===== src/rtl/int_arb_pkg.sv =====
package int_arb_pkg;
    // Fixed vector indices; maskable sources follow VEC_IRQ in order
    localparam int unsigned VEC_TRAP  = 0;
    localparam int unsigned VEC_SWI   = 1;
    localparam int unsigned VEC_XIRQ  = 2;
    localparam int unsigned VEC_IRQ   = 3;
    localparam int unsigned VEC_SRC0  = 4;
    localparam int unsigned NUM_FIXED = 4;
endpackage


===== src/rtl/irq_sense.sv =====
module irq_sense (
    input  logic clk,
    input  logic rst_n,
    input  logic line_n_i,
    input  logic edge_mode_i,
    input  logic clr_i,
    output logic req_o
);
    typedef struct packed {
        logic prev;
        logic latch;
    } sense_t;

    sense_t s_d, s_q;
    logic   fall;

    always_comb begin
        s_d       = s_q;
        fall      = s_q.prev & ~line_n_i;
        s_d.prev  = line_n_i;
        // a fresh falling edge wins over a clear in the same cycle
        s_d.latch = edge_mode_i & (fall | (s_q.latch & ~clr_i));
        req_o     = edge_mode_i ? s_q.latch : ~line_n_i;
    end

    always_ff @(posedge clk or negedge rst_n) begin
        if (!rst_n) s_q <= '{prev: 1'b1, latch: 1'b0};
        else        s_q <= s_d;
    end
endmodule


===== src/rtl/int_pick.sv =====
module int_pick import int_arb_pkg::*; #(
    parameter int unsigned NSRC = 4
) (
    input  logic [NUM_FIXED+NSRC-1:0]         pend_i,
    input  logic [$clog2(NSRC+1)-1:0]         prio_i,
    output logic                              valid_o,
    output logic [$clog2(NUM_FIXED+NSRC)-1:0] vec_o
);
    localparam int unsigned VW = $clog2(NUM_FIXED + NSRC);

    always_comb begin
        vec_o   = '0;
        valid_o = |pend_i;
        // default maskable order: lowest index wins
        for (int k = int'(NSRC); k >= 0; k--) begin
            if (pend_i[int'(VEC_IRQ) + k]) vec_o = VW'(int'(VEC_IRQ) + k);
        end
        // promoted maskable source overrides the default order
        if (pend_i[int'(VEC_IRQ) + int'(prio_i)]) vec_o = VW'(int'(VEC_IRQ) + int'(prio_i));
        // non-maskable sources outrank every maskable one
        if (pend_i[VEC_XIRQ]) vec_o = VW'(VEC_XIRQ);
        if (pend_i[VEC_SWI])  vec_o = VW'(VEC_SWI);
        if (pend_i[VEC_TRAP]) vec_o = VW'(VEC_TRAP);
    end
endmodule


===== src/rtl/int_arbiter.sv =====
module int_arbiter import int_arb_pkg::*; #(
    parameter int unsigned NSRC       = 4,
    parameter int unsigned CFG_WINDOW = 64
) (
    input  logic                              clk,
    input  logic                              rst_n,
    input  logic                              trap_i,
    input  logic                              swi_i,
    input  logic                              xirq_i,
    input  logic                              irq_n_i,
    input  logic [NSRC-1:0]                   src_req_i,
    input  logic                              imask_set_i,
    input  logic                              imask_clr_i,
    input  logic                              xmask_clr_i,
    input  logic                              ack_i,
    input  logic                              rti_i,
    input  logic                              rti_imask_i,
    input  logic                              rti_xmask_i,
    input  logic                              en_we_i,
    input  logic [NSRC-1:0]                   en_wdata_i,
    input  logic                              prio_we_i,
    input  logic [$clog2(NSRC+1)-1:0]         prio_wdata_i,
    input  logic                              sense_we_i,
    input  logic                              sense_edge_i,
    output logic [NUM_FIXED+NSRC-1:0]         pend_o,
    output logic                              valid_o,
    output logic [$clog2(NUM_FIXED+NSRC)-1:0] vec_o
);
    localparam int unsigned NVEC = NUM_FIXED + NSRC;
    localparam int unsigned VW   = $clog2(NVEC);
    localparam int unsigned PW   = $clog2(NSRC + 1);
    localparam int unsigned CW   = $clog2(CFG_WINDOW + 1);

    typedef struct packed {
        logic            imask;
        logic            xmask;
        logic [NSRC-1:0] en;
        logic [PW-1:0]   prio;
        logic            edge_mode;
        logic [CW-1:0]   cnt;
    } state_t;

    state_t st_d, st_q;
    logic   imask_q, xmask_q, edge_q;
    logic [NSRC-1:0] en_q;
    logic [CW-1:0]   cnt_q;
    logic   irq_req, ack_hit, irq_clr, in_window;

    assign imask_q = st_q.imask;
    assign xmask_q = st_q.xmask;
    assign edge_q  = st_q.edge_mode;
    assign en_q    = st_q.en;
    assign cnt_q   = st_q.cnt;

    assign ack_hit   = ack_i & valid_o;
    assign irq_clr   = ack_hit & (vec_o == VW'(VEC_IRQ));
    assign in_window = cnt_q < CW'(CFG_WINDOW);

    irq_sense sense_i (
        .clk         (clk),
        .rst_n       (rst_n),
        .line_n_i    (irq_n_i),
        .edge_mode_i (edge_q),
        .clr_i       (irq_clr),
        .req_o       (irq_req)
    );

    always_comb begin
        pend_o                    = '0;
        pend_o[VEC_TRAP]          = trap_i;
        pend_o[VEC_SWI]           = swi_i;
        pend_o[VEC_XIRQ]          = xirq_i & ~xmask_q;
        pend_o[VEC_IRQ]           = irq_req & ~imask_q;
        pend_o[VEC_SRC0 +: NSRC]  = src_req_i & en_q & {NSRC{~imask_q}};
    end

    int_pick #(.NSRC(NSRC)) pick_i (
        .pend_i  (pend_o),
        .prio_i  (st_q.prio),
        .valid_o (valid_o),
        .vec_o   (vec_o)
    );

    always_comb begin
        st_d = st_q;
        if (in_window) st_d.cnt = cnt_q + CW'(1);
        if (sense_we_i && in_window) st_d.edge_mode = sense_edge_i;
        if (en_we_i) st_d.en = en_wdata_i;
        if (prio_we_i && (prio_wdata_i <= PW'(NSRC))) st_d.prio = prio_wdata_i;
        if (ack_hit) begin
            st_d.imask = 1'b1;
            if (vec_o == VW'(VEC_XIRQ)) st_d.xmask = 1'b1;
        end else if (rti_i) begin
            st_d.imask = rti_imask_i;
            st_d.xmask = xmask_q & rti_xmask_i;
        end else begin
            if (imask_set_i)      st_d.imask = 1'b1;
            else if (imask_clr_i) st_d.imask = 1'b0;
            if (xmask_clr_i)      st_d.xmask = 1'b0;
        end
    end

    always_ff @(posedge clk or negedge rst_n) begin
        if (!rst_n) begin
            st_q <= '{imask: 1'b1, xmask: 1'b1, en: '0, prio: '0,
                      edge_mode: 1'b0, cnt: '0};
        end else begin
            st_q <= st_d;
        end
    end
endmodule


===== config.mk =====
export PLATFORM = sky130hd
export DESIGN_NAME = int_arbiter
export DESIGN_NICKNAME = d
export VERILOG_FILES = /design/src/rtl/int_arb_pkg.sv /design/src/rtl/irq_sense.sv /design/src/rtl/int_pick.sv /design/src/rtl/int_arbiter.sv
export SDC_FILE = /design/constraint.sdc
export NUM_CORES = 1
export LEC_CHECK = 0
export ABC_AREA = 1
export BUFFER_PORTS_ARGS = -buffer_cell sky130_fd_sc_hd__buf_2
export CAP_MARGIN = 10
export CORE_ASPECT_RATIO = 1.4
export CORE_MARGIN = 2
export CORE_UTILIZATION = 52
export DETAILED_ROUTE_END_ITERATION = 8
export GPL_ROUTABILITY_DRIVEN = 0
export GPL_TIMING_DRIVEN = 0
export PLACE_DENSITY = 0.89
export SYNTH_ARGS = -nofsm -noshare
export SYNTH_HDL_FRONTEND = slang
export SYNTH_SLANG_ARGS = --single-unit

===== constraint.sdc =====
create_clock -name clk -period 6 [get_ports clk]
set_input_delay 1.5 -clock clk [delete_from_list [all_inputs] [get_ports clk]]
set_output_delay 1.5 -clock clk [all_outputs]
set_load 0.005 [all_outputs]

======== Word-level counts from Yosys, hierarchy flattened ========
Cells that the tools add are included.
W data, S select, Z words.
storage, ports and cells
  RAM bits ................................ 0
  word-level logic and storage cells ...... 56
  register bits ........................... 19
  bits of input ports ..................... 28
  bits in latches ......................... 0
  memory bits (read-only) ................. 0
  memories kept ........................... 0
cells by class
  multiply operators ...................... 0
  order comparisons ....................... 3
  div/mod/pow operators ................... 0
  shift-type cells ........................ 0
  bitwise operators ....................... 15
  eq/ne operators ......................... 3
  add/sub/neg operators ................... 2
  muxes and demuxes ....................... 19
  reduce and logical (&&, ||, !) cells .... 6
operator list
  operator               number
  $lt A32 B5 Y1 const B  1
  $mux W3                9
  $and A1 B1 Y1          8
  $and A4 B4 Y4          2
  $reduce_or A8 Y1       1
  $add A7 B1 Y7 const B  1
  $lt A7 B7 Y1 const B   1
  $mux W1                7
  $eq A3 B2 Y1 const B   2
  $add A2 B3 Y4 const A  1
  $mux W2                2
  $not A1 Y1             4
  $reduce_bool A4 Y1     1
  $bmux W1 S3            1
  $le A3 B3 Y1 const B   1
  $reduce_bool A3 Y1     1
  $logic_and A1 B1 Y1    2
  $ne A2 B1 Y1 const B   1
  $reduce_and A2 Y1      1
  $or A1 B1 Y1           1

======== Logic depth before layout (Yosys ltp) ========
  word-level depth ........................ 17
  mapped depth ............................ 15
  depth with buffers taken out ............ 15

======== Modules after synthesis ========
A second synthesis with hierarchy kept.
second synthesis, totals
  cells, all modules ...................... 158
  area, all modules ....................... 1,171.1 um^2
by module, submodules not included
  module       cells each  times used  area an instance (um^2)
  int_arbiter  98          1           844.6
  int_pick     51          1           245.2
  irq_sense    9           1           81.3

======== Least setup slack after synthesis ========
OpenSTA, ideal clock, no wires.
  kind .................................... input port to output port
  start ................................... input port irq_n_i
  end ..................................... output port vec_o[0]
  data required time ...................... 4.500 ns
  buffers on the path ..................... 0
  stages on the path ...................... 10
  arrival time ............................ 2.297 ns
  slack ................................... 2.203 ns
  cell sequence ........................... nand2_1 nand3_1 nand2_1 nand2_1 nand2_1 nand2_1 nand2_1 nand2_1 nand3_1 a21oi_1
on the way
  word-level cells in the longest chain between the ends .. 10
ends and longest elaborated chain
  item                                        line               source
  start: declaration                          int_arbiter.sv:10  input logic irq_n_i,
  $not A1 Y1 *                                irq_sense.sv:23    req_o = edge_mode_i ? s_q.latch : ~line_n_i;
  $mux W1 *                                   irq_sense.sv:23
  $and A1 B1 Y1 *                             int_arbiter.sv:73  pend_o[VEC_IRQ] = irq_req & ~imask_q;
  $bmux W1 S3                                 int_pick.sv:19     if (pend_i[int'(VEC_IRQ) + int'(prio_i)]) vec_o = VW'(int'(VEC_IRQ) + int'(prio_i));
  $mux W1 (implied by the code) (2 in a row)  int_pick.sv:19
  $mux W3 *                                   int_pick.sv:19
  $mux W3 *                                   int_pick.sv:21     if (pend_i[VEC_XIRQ]) vec_o = VW'(VEC_XIRQ);
  $mux W3 *                                   int_pick.sv:22     if (pend_i[VEC_SWI]) vec_o = VW'(VEC_SWI);
  $mux W3 *                                   int_pick.sv:23     if (pend_i[VEC_TRAP]) vec_o = VW'(VEC_TRAP);
  end: declaration                            int_arbiter.sv:27  output logic [$clog2(NUM_FIXED+NSRC)-1:0] vec_o
Every way passes the cells marked *; elsewhere a longest branch is shown, timed or not. The select of a mux whose other input is x is not followed.

======== Worst setup path after layout ========
Ends and elaborated chain as after synthesis.

==> results.ini <==
[routing]
drc_errors=0
dr.first_iter.drc_count=19
wirelength_um=2350
avgRoutedWirePerCell_um=11.4
final_antenna_net_count=0
drtPass1Iterations=4
via_count=1077
viasPerCell=5.23

[clock_tree]
cts_max_path_buffers=2
postCtsHoldBufs=0
clk_pin_slew_ps=90
clkSinkCount=19
cts_root_buf=clkbuf_4
cts_resized=0
htreeDepth=1
cts_made_buffers=3
clk_latency_ps=290
cts_tree=done
postCtsSetupBuffers=0

[critical_path]
cp-start-kind=input pin
path_buf_inv=2
path_delay_family=simple AND/OR/NAND/NOR gates
critPathKind=in -> out
crit_top_cell=nand2_1
cp.arrival_ps=2650
slowest_delay_ps=200
endpoint_kind=output pin
required_ps=4500
cp_max_fo=4
worstPathCellList=buf_2 > nand2_1 > nand3_1 > nand2_1 > nand2_1 > nand2_1 > nand2_1 > nand2_1 > nand2_1 > nand3_1 > a21oi_1 > buf_2
slowest_stage=nand3_1

[place]
dp_hpwl_um=2020
io_buffers=39
place_area_um2=1370

[floorplan]
core_um2=2130
io_pins=40
dieHeight_um=59.5
die-area_um2=2590
initial_utilization=0.537
die_x_um=43.6
row_count=20

[power]
leakagePower_nw=0.797
ir_drop_mv=0.169
powerDensity_nw_per_um2=212

[timing]
skew_ps=7.47
rsz0062_at_grt=no
fin_crit_ps=4150
fin_crit_sh=0.692
slew_violations=0
finalHoldViolations=0
worst_slew_pin_slew_ps=393
achievable-frequency_mhz=241
setup_viol=0
slew_headroom=0.738
fin_tns_setup_ps=0

[synthesis]
netlist_area_um2=1140
avgSynthCellArea_um2=8.10
ys_seq_area_frac=0.419
ys_seq_elements=19
syn_inst=141
yosys_most_used_dff=dfrtp_1
synth.distinct_cells=27
yosys_warnings=0
synth-edff-count=0
syn_nets=171
synth-async-reset-ratio=1.00

[global_routing]
grt_max_degree=20
grt_first_pass_wirelength_um=4070
track_usage=0.210
grt_overflow=0
antenna_found_initial=0
grt_pass1_vias=1018

[cells_and_area]
fin_area_um2=1390
fill_cells=192
syn_to_final_growth_pct=21.8
final_net_count=215
drive_gt1_frac=0.353
diodes=0

[outcome]
outcome=finished, final reports clean

[job]
maxCapViolCount=0

[min_path]
hold_path_class=reg -> reg

[kinds of logic (layout without fill, tap and decap cells)]
logic type	Yosys count	after routing	share of synthesized area
xor gates and xnor gates	6	6	0.0460
adders and majority gates	2	2	0.0219
DFF	19	19	0.419
muxes	5	5	0.0493
AOI/OAI and AO/OA	18	18	0.0898
and+or+nand+nor	66	66	0.285
buffers and inverters	25	68	0.0887
[state kept, by name, indices dropped and copies added (netlist names)]
| register | count |
|---|---|
| en_q | 4 |
| edge_q | 1 |
| cnt_q | 7 |
| imask_q | 1 |
| xmask_q | 1 |
| st_q | 3 |
| sense_i.s_q | 2 |
[Yosys cell counts, types with 3 or more instances]
library cell / count / area, um^2
inv_1: 18 / 67.6
dfstp_2: 3 / 78.8
a21oi_1: 8 / 40.0
nand3_1: 15 / 75.1
nand2_1: 32 / 120
dfrtp_1: 16 / 400
nor2_1: 8 / 30.0
mux2_2: 5 / 56.3
xor2_1: 4 / 35.0
inv_2: 5 / 18.8
o21ai_0: 5 / 25.0
[per-layer routing]
layer | global-route usage | part of all wire | vias to the layer above
met5 | 0 | 0 | -
met4 | 0.134 | 0.030 | 0
met3 | 0.0152 | 0.044 | 8
met2 | 0.387 | 0.56 | 37
met1 | 0.224 | 0.36 | 491
li1 | - | - | 541
[layout by cell type, fill, tap and decap left out]
cell type,n
a21oi_1,8
a31oi_1,2
buf_2,39
buf_4,2
clkbuf_1,1
clkbuf_4,3
dfrtp_1,16
dfstp_2,3
ha_1,2
inv_1,18
inv_2,5
mux2_2,5
nand2_1,32
nand2_2,1
nand2_4,1
nand3_1,15
nand3_2,1
nand3_4,2
nand3b_1,1
nand4_1,1
nor2_1,8
nor2_2,2
nor3_1,1
o21ai_0,5
o21ai_2,1
o21bai_1,1
o31a_1,1
or2_0,1
xnor2_1,2
xor2_1,4
[area by class of cell]
cell class / instances / area (um^2) / share of cell area
plain buffers: 2 / 15.0 / 0.0108
multi-input cells: 97 / 562 / 0.404
clock buffers: 4 / 26.3 / 0.0189
well taps: 22 / 27.5 / 0.0198
flip-flops and latches: 19 / 479 / 0.344
repair buffers: 39 / 195 / 0.140
inverters: 23 / 86.3 / 0.0621
[where the power goes]
group / switching [mW] / leakage [nW] / internal, mW
combinational: 0.0510 / 0.563 / 0.0374
sequential: 0.00715 / 0.219 / 0.140
clock: 0.0340 / 0.0150 / 0.0258
total: 0.0922 / 0.797 / 0.203
[per-stage QoR]
step	hold WS (ps)	total power, mW	utilization	worst slack [ps]	cells
after floorplan	442	0.207	-	2200	141
after global placement	460	0.233	0.642	1900	202
after detailed placement	480	0.238	0.642	1850	202
after CTS	494	0.299	0.654	1850	206
after global routing	516	0.317	0.654	1690	206
final	494	0.295	0.654	1850	206
[final timing paths]
check / from / end / slack [ps] / cells after the start
worst max-delay path: irq_n_i / vec_o[0] / 1850 / 12
worst min-delay path: cnt_q[4] / cnt_q[4] / 490 / 1
worst max register to register: st_q[8] / sense_i.s_q[0] / 3880 / 14
worst min register to register: cnt_q[4] / cnt_q[4] / 490 / 1
max in group asynchronous: rst_n / imask_q / 4570 / 1
min in group asynchronous: rst_n / st_q[10] / 1120 / 1
Power figures use the tool's default switching activity.
